===== src/rtl/lp_pkg.sv =====
package lp_pkg;
  typedef enum logic [1:0] {
    PL_IDLE   = 2'd0,
    PL_ENTER  = 2'd1,
    PL_RESIDE = 2'd2,
    PL_EXIT   = 2'd3
  } pl_state_e;
endpackage


===== src/rtl/lp_idle_gate.sv =====
module lp_idle_gate #(
  parameter int NUM_CH = 2
) (
  input  logic [NUM_CH-1:0] ch_idle,
  output logic              all_idle
);
  logic [NUM_CH:0] chain;
  assign chain[0] = 1'b1;
  for (genvar g = 0; g < NUM_CH; g++) begin : g_and
    assign chain[g+1] = chain[g] & ch_idle[g];
  end
  assign all_idle = chain[NUM_CH];
endmodule


===== src/rtl/lp_deepest_pick.sv =====
module lp_deepest_pick #(
  parameter int NUM_MODES = 4,
  parameter int CODE_W    = 3
) (
  input  logic [NUM_MODES-1:0] mode_rec,
  output logic [CODE_W-1:0]    pick
);
  logic [CODE_W-1:0] stage [NUM_MODES+1];
  assign stage[0] = '0;
  for (genvar g = 0; g < NUM_MODES; g++) begin : g_prio
    assign stage[g+1] = mode_rec[g] ? CODE_W'(g + 1) : stage[g];
  end
  assign pick = stage[NUM_MODES];
endmodule


===== src/rtl/lp_hs_fsm.sv =====
module lp_hs_fsm
  import lp_pkg::*;
#(
  parameter int CODE_W = 3
) (
  input  logic              clk,
  input  logic              rst_n,
  input  logic              all_idle,
  input  logic [CODE_W-1:0] pick,
  input  logic              ack,
  output logic              enter_req,
  output logic              exit_req,
  output logic [CODE_W-1:0] mode_code,
  output logic              wake
);
  pl_state_e         state_q, state_d;
  logic [CODE_W-1:0] mode_q, mode_d;
  logic              wake_q, wake_d;

  always_comb begin
    state_d = state_q;
    mode_d  = mode_q;
    wake_d  = 1'b0;
    unique case (state_q)
      PL_IDLE: begin
        if (all_idle && pick != '0) begin
          state_d = PL_ENTER;
          mode_d  = pick;
        end
      end
      PL_ENTER: begin
        if (ack) state_d = PL_RESIDE;
      end
      PL_RESIDE: begin
        if (!all_idle || pick > mode_q) state_d = PL_EXIT;
      end
      PL_EXIT: begin
        if (ack) begin
          state_d = PL_IDLE;
          mode_d  = '0;
          wake_d  = 1'b1;
        end
      end
      default: state_d = PL_IDLE;
    endcase
  end

  always_ff @(posedge clk or negedge rst_n) begin
    if (!rst_n) begin
      state_q <= PL_IDLE;
      mode_q  <= '0;
      wake_q  <= 1'b0;
    end else begin
      state_q <= state_d;
      mode_q  <= mode_d;
      wake_q  <= wake_d;
    end
  end

  assign enter_req = (state_q == PL_ENTER);
  assign exit_req  = (state_q == PL_EXIT);
  assign mode_code = mode_q;
  assign wake      = wake_q;
endmodule


===== src/rtl/lp_planner.sv =====
module lp_planner #(
  parameter int NUM_CH    = 2,
  parameter int NUM_MODES = 4,
  parameter int CODE_W    = $clog2(NUM_MODES + 1)
) (
  input  logic                 clk,
  input  logic                 rst_n,
  input  logic [NUM_CH-1:0]    ch_idle,
  input  logic [NUM_MODES-1:0] mode_rec,
  input  logic                 lp_ack,
  output logic                 enter_req,
  output logic                 exit_req,
  output logic [CODE_W-1:0]    req_mode,
  output logic                 wake_pulse
);
  logic              all_idle;
  logic [CODE_W-1:0] pick;

  lp_idle_gate #(.NUM_CH(NUM_CH)) u_gate (
    .ch_idle  (ch_idle),
    .all_idle (all_idle)
  );

  lp_deepest_pick #(.NUM_MODES(NUM_MODES), .CODE_W(CODE_W)) u_pick (
    .mode_rec (mode_rec),
    .pick     (pick)
  );

  lp_hs_fsm #(.CODE_W(CODE_W)) u_fsm (
    .clk       (clk),
    .rst_n     (rst_n),
    .all_idle  (all_idle),
    .pick      (pick),
    .ack       (lp_ack),
    .enter_req (enter_req),
    .exit_req  (exit_req),
    .mode_code (req_mode),
    .wake      (wake_pulse)
  );
endmodule


===== config.mk =====
export PLATFORM = sky130hd
export DESIGN_NAME = lp_planner
export DESIGN_NICKNAME = d
export VERILOG_FILES = /design/src/rtl/lp_pkg.sv /design/src/rtl/lp_idle_gate.sv /design/src/rtl/lp_deepest_pick.sv /design/src/rtl/lp_hs_fsm.sv /design/src/rtl/lp_planner.sv
export SDC_FILE = /design/constraint.sdc
export NUM_CORES = 1
export LEC_CHECK = 0
export ABC_CLOCK_PERIOD_IN_PS = 2200
export CAP_MARGIN = 25
export CELL_PAD_IN_SITES_DETAIL_PLACEMENT = 0
export CELL_PAD_IN_SITES_GLOBAL_PLACEMENT = 1
export CORE_UTILIZATION = 30
export CTS_BUF_LIST = sky130_fd_sc_hd__clkbuf_4 sky130_fd_sc_hd__clkbuf_8 sky130_fd_sc_hd__clkbuf_16
export DETAILED_ROUTE_END_ITERATION = 6
export DONT_BUFFER_PORTS = 1
export PLACE_DENSITY_LB_ADDON = 0.1
export SLEW_MARGIN = 20
export SYNTH_ARGS = -nofsm -noshare
export SYNTH_HDL_FRONTEND = slang
export SYNTH_SLANG_ARGS = --single-unit
export TNS_END_PERCENT = 10

===== constraint.sdc =====
create_clock -name clk -period 2.2 [get_ports clk]
set_clock_uncertainty 0.2 [all_clocks]
set_input_delay 0.22 -clock clk [delete_from_list [all_inputs] [get_ports clk]]
set_output_delay 0.22 -clock clk [all_outputs]
set_load 0.02 [all_outputs]

==> flow_summary.yaml, run 1 <==
run_status:
  status: "finished clean"
floorplan:
  die_w_um: 42.3
  rows: 14
  die_y_um: 42.3
  start_util_pct: 32.4
  fp.coreArea_mm2: 0.00151
  fp.dieArea_mm2: 0.00179
  ios: 15
sta:
  rsz0062_at_grt: "false"
  maxSlewViolCount: 0
  finalSetupTns_ns: 0
  finalCriticalPeriod_ns: 1.83
  relSlewSlack_pct: 76.0
  fin_crit_sh_pct: 83.0
  worst_pin_slew_ns: 0.356
  final_hold_viol_count: 0
  timing.final.ws_setup_ns: 0.375
  setup_violations: 0
  fmax_mhz: 548
route:
  wire_per_inst_um: 13.5
  avgViaCountPerCell: 5.37
  drc: 0
  drtAntennaViolNets: 0
  dr.pass1.iters: 4
  vias: 403
  drt-total-wl_um: 1010
  drtIter0Drc: 3
synthesis:
  syn_inst: 54
  yosysSeqAreaShare_pct: 30.8
  ys.flop_type: "dfrtp_1"
  yosysTopAreaCell: "dfrtp_1"
  synthArstFlopShare_pct: 100
  synth-seq-cells: 6
  syn_area_per_cell_um2: 9.04
  yosysMostFrequentCell: "inv_1"
  synth.top_cell.area_share_pct: 30.8
  synth.area.top_cells: "dfrtp_1 31%, ha_1 18%, inv_1 6.2%"
  yosys_warnings: 0
  syn-num-nets: 70
  yosysUniqueCellTypes: 25
  netlist_top_cells_count: "8 x inv_1, 7 x ha_1, 6 x dfrtp_1"
  synth_edf_count: 0
  syn_area_um2: 488
final_layout:
  fill_cells: 162
  nNetsFinal: 77
  multiInputGateArea_um2: 308
  area_delta_synth_final_pct: 12.8
  drive_gt1_share_pct: 11.9
  seq_area_um2: 150
  diodes: 0
  final_util_pct: 36.5
critical_path:
  worst-path-buf-inv: 0
  crit_required_ns: 2.10
  reg2reg_depth: 5
  critPathArrivalTime_ns: 1.73
  end_kind: "register"
  cp_cell_sequence: "ha_1 > o21ba_2 > a221oi_2 > nand2b_1 > o211ai_1"
  cp_slowest_cell: "dfrtp_1"
  worstPathMaxFanout: 6
  cp-start-kind: "register"
  crit_family: "compound AO/OA/AOI/OAI gates"
  cp.depth: 5
  criticalPathCategory: "reg2reg"
  slowest_delay_ns: 0.42
pwr:
  p_leak_nw: 0.235
  power_uw: 659
  ir_drop_mv: 0.451
  power.density_mw_per_mm2: 1200
flow_run:
  maxCapViolCount: 0
clocking:
  clockBufferDepth: 2
  clk_pin_slew_ns: 0.04
  cts-root-buf: "clkbuf_4"
  cts_inserted_buffers: 3
  numClockSinks: 6
  cts.repair.resized: 0
  cts_max_level: 1
  cts_tree: "yes"
  clk_latency_ns: 0.23
grt:
  use_met3_pct: 2.59
  gr-total-overflow: 0
  grt_max_degree: 8
  grt_usage_pct: 11.5
  antenna_found_initial: 0
  busiest_layer: "met2"
  grt_pass1_vias: 378
  grt_pass1_wl_um: 1590
  grtUsageMet1_pct: 15.3
  use_met2_pct: 17.5
worst_hold_path:
  hold_path.class: "in2reg"
  worstHoldPathCells: 2
placement:
  gp_congestion: 0.687
  pre_cts_ws_ns: 0.359
  io_buffers: 0
  dp_hpwl_um: 879
[state kept, by name, summed over array words and instances, names as in the netlist]
name / flops
u_fsm.mode_code: 3
u_fsm.state_q: 2
u_fsm.wake: 1
[final cells by class]
type / count / share of cell area [%]
Timing Repair Buffer: 2 / 3.64
Inverter: 8 / 5.45
Multi-Input combinational cell: 40 / 55.9
Tap cell: 16 / 3.64
Sequential cell: 6 / 27.3
Clock buffer: 3 / 4.09
[kinds of logic after synthesis]
kind of cell | count (synthesis) | synth area share [%]
AO/OA/AOI/OAI | 18 | 29.2
adder cells (fa/ha/maj) | 7 | 17.9
buffers and inverters | 8 | 6.15
flip-flops | 6 | 30.8
AND/OR/NAND/NOR | 15 | 15.9
[path summary, 6_finish.rpt]
path                                                    from                             end  slack (ns)
worst min-delay path                                  lp_ack  u_fsm.mode_code[1]$_DFFE_PN0P_        0.05
worst min register to register  u_fsm.state_q[1]$_DFFE_PN0P_    u_fsm.state_q[1]$_DFFE_PN0P_        0.42
worst max register to register  u_fsm.state_q[1]$_DFFE_PN0P_    u_fsm.state_q[1]$_DFFE_PN0P_        0.37
worst max-delay path            u_fsm.state_q[1]$_DFFE_PN0P_    u_fsm.state_q[1]$_DFFE_PN0P_        0.37
max in group asynchronous                              rst_n  u_fsm.mode_code[2]$_DFFE_PN0P_        1.51
min in group asynchronous                              rst_n    u_fsm.state_q[1]$_DFFE_PN0P_        0.09
[routing by layer]
layer | vias to the layer above | routed length (um)
met5 | - | 0
met4 | 0 | 0
met3 | 0 | 63
met2 | 12 | 457
met1 | 181 | 493
li1 | 210 | -
[worst reg2reg max path: cells and delay by family, from the launching register on]
family / cells / cell delay, ns
DFF: 1 / 0.42
adders and majority gates: 1 / 0.34
and+or+nand+nor: 1 / 0.15
AOI/OAI and AO/OA: 3 / 0.60
[through the flow]
step | cells | hold WS, ns | area [um^2]
after floorplan | 54 | -0.276 | 488
after global placement | 70 | -0.275 | 508
after global routing | 75 | 0.0465 | 551
after CTS | 75 | 0.0350 | 551
after detailed placement | 70 | -0.275 | 508
final | 75 | 0.0508 | 551
[cells in the final DEF (no fill, tap or decap), types with 2 or more instances in the layout]
cell	n
nor2_1	3
dlygate4sd3_1	2
inv_1	8
ha_1	7
a21oi_1	3
o2bb2ai_1	2
nor4_1	2
nand2_1	5
a211o_1	2
dfrtp_1	6
clkbuf_4	3
[timing repair]
item / in CTS / in global routing
hold buffers: 2 / 0
hold endpoints to repair: 7 / 0
setup buffers: 0 / 0
endpoints found under the setup margin: 0 / 0
[where the power goes]
part	leakage [nW]	internal, mW	switching [mW]	total, mW
registers	0.0778	0.151	0.0628	0.214
clock network	0.0138	0.0613	0.0336	0.0949
logic	0.143	0.147	0.204	0.350
total	0.235	0.359	0.300	0.659
Power figures use the tool's default switching activity.
==> run 2, diff against run 1 <==
Settings changed: ABC_CLOCK_PERIOD_IN_PS 2200 to 1500.
Clock period 2.2 ns to 1.5 ns, I/O delays scaled along.
==> flow_summary.yaml, run 2 (synthesis gave the netlist of run 1 again) <==
run_status:
  status: "finished, violations left"
  violations: "setup timing"
final_layout:
  diodes: 0
  final_common_cell: "buf_4"
  final_cell_mix: "15 x buf_4, 5 x nand2_1, 5 x dfrtp_1"
  drive_gt1_share_pct: 48.7
  layoutNonFillerInstCount: 94
  fin_area_um2: 781
  area_delta_synth_final_pct: 60.0
  largest_register_ffs: 3
  fill_cells: 142
  nNetsFinal: 95
sta:
  worst_pin_slew_ns: 0.477
  finalCriticalPeriod_ns: 1.65
  finalSetupTns_ns: -0.507
  maxSlewViolCount: 0
  rsz0062_at_grt: "true"
  timing.final.ws_setup_ns: -0.152
  setup_violations: 6
  relSlewSlack_pct: 67.9
  fmax_mhz: 605
  fin_crit_sh_pct: 110
  final_hold_viol_count: 0
critical_path:
  reg2reg_depth: 5
  crit_path_end: "u_fsm.state_q[1]$_DFFE_PN0P_"
  cp.depth: 5
  crit_required_ns: 1.45
  critPathArrivalTime_ns: 1.61
  cp_slowest_cell: "dfrtp_2"
  worstPathMaxFanout: 2
  reg2reg_to: "u_fsm.state_q[1]$_DFFE_PN0P_"
  crit_start: "u_fsm.mode_code[1]$_DFFE_PN0P_"
  end_kind: "register"
  cp_cell_sequence: "inv_2 > ha_4 > a211o_1 > a211o_1 > o211ai_1"
  rrSetupSlack_ns: -0.15
  criticalPathCategory: "reg2reg"
  slowest_delay_ns: 0.41
  cp-start-kind: "register"
  reg2reg_from: "u_fsm.mode_code[1]$_DFFE_PN0P_"
  cpMostUsedCell: "a211o_1"
  worst-path-buf-inv: 1
  crit_family: "compound AO/OA/AOI/OAI gates"
route:
  dr.pass1.iters: 4
  drc: 0
  drtAntennaViolNets: 0
  wire_per_inst_um: 14.7
  avgViaCountPerCell: 5.33
  drtIter0Drc: 6
  vias: 501
  drt-total-wl_um: 1380
grt:
  grt_usage_pct: 17.7
  antenna_found_initial: 0
  grt_pass1_wl_um: 2310
  grt_max_degree: 7
  grt_pass1_vias: 526
  gr-total-overflow: 0
pwr:
  p_leak_nw: 0.336
  power_mw: 1.46
  ir_drop_mv: 0.879
  power.density_mw_per_mm2: 1870
floorplan:
  start_util_pct: 32.4
  rows: 14
  fp.coreArea_mm2: 0.00151
  fp.dieArea_mm2: 0.00179
  die_y_um: 42.3
  ios: 15
  die_w_um: 42.3
placement:
  io_buffers: 0
  gp_congestion: 0.777
  dp.cells: 83
  pre_cts_ws_ns: -0.234
  dp_hpwl_um: 1020
  place_area_um2: 614
clocking:
  clk_latency_ns: 0.25
  cts_inserted_buffers: 3
  cts_max_level: 1
  cts_tree: "yes"
  clockBufferDepth: 2
  cts-root-buf: "clkbuf_4"
  clk_pin_slew_ns: 0.05
  numClockSinks: 6
flow_run:
  maxCapViolCount: 0
worst_hold_path:
  hold_path.class: "in2async"
## run 2: changes by cell type in the layout (fill, tap and decap cells not counted), sizes merged
| cell | delta |
|---|---|
| buf | +17 |
| clkbuf | +1 |
| dlygate4sd3 | +1 |
## run 2: worst min path at each step
stage,startpoint,endpoint,cells past startpoint
after floorplan,rst_n,u_fsm.mode_code[0]$_DFFE_PN0P_,0
after global placement,rst_n,u_fsm.mode_code[2]$_DFFE_PN0P_,0
after detailed placement,rst_n,u_fsm.mode_code[1]$_DFFE_PN0P_,0
after CTS,rst_n,u_fsm.mode_code[2]$_DFFE_PN0P_,1
after global routing,rst_n,u_fsm.mode_code[0]$_DFFE_PN0P_,1
final,rst_n,u_fsm.mode_code[2]$_DFFE_PN0P_,1
## run 2: power by group
part,switching [mW],internal [mW],leakage (nW),total (mW)
clock,0.0619,0.119,0.0184,0.181
sequential,0.0546,0.223,0.0763,0.277
combinational,0.463,0.536,0.241,0.999
total,0.579,0.878,0.336,1.46
## run 2: cell type report
class / count / area, um^2 / share of cell area (%)
multi-input cells: 40 / 384 / 49.2
repair buffers: 20 / 165 / 21.2
flip-flops and latches: 6 / 151 / 19.4
clock buffers: 4 / 30.0 / 3.85
inverters: 8 / 30.0 / 3.85
well taps: 16 / 20.0 / 2.56
## run 2: worst reg2reg max path: stages, from the launching register on
cell and delay (ns):
dfrtp_2 0.41, inv_2 0.07, ha_4 0.20, a211o_1 0.32, a211o_1 0.26, o211ai_1 0.10
## run 2: per-stage QoR
| stage | util (%) | hold slack, ns |
|---|---|---|
| 2_1_floorplan | - | -0.346 |
| 3_3_place_gp | 40.8 | -0.345 |
| 3_5_place_dp | 40.8 | -0.346 |
| 4_1_cts | 49.0 | 0.00421 |
| 5_1_grt | 51.8 | 0.0255 |
| 6_report | 51.8 | 0.00561 |
## run 2: what timing repair did
item                                    in CTS  in global routing
setup buffers                                4                  0
pin swaps                                    9                  5
hold buffers                                 3                  0
cloned                                       0                  0
hold endpoints to repair                    10                  0
gates resized for setup                     10                  6
endpoints found under the setup margin       6                  6
## run 2: per-layer routing
metal	part of all wire, %	track usage (%)	vias up
li1	-	-	247
met1	38	20.4	235
met2	56	30.5	17
met3	5.4	7.33	2
met4	0.80	3.75	0
met5	0	0	-
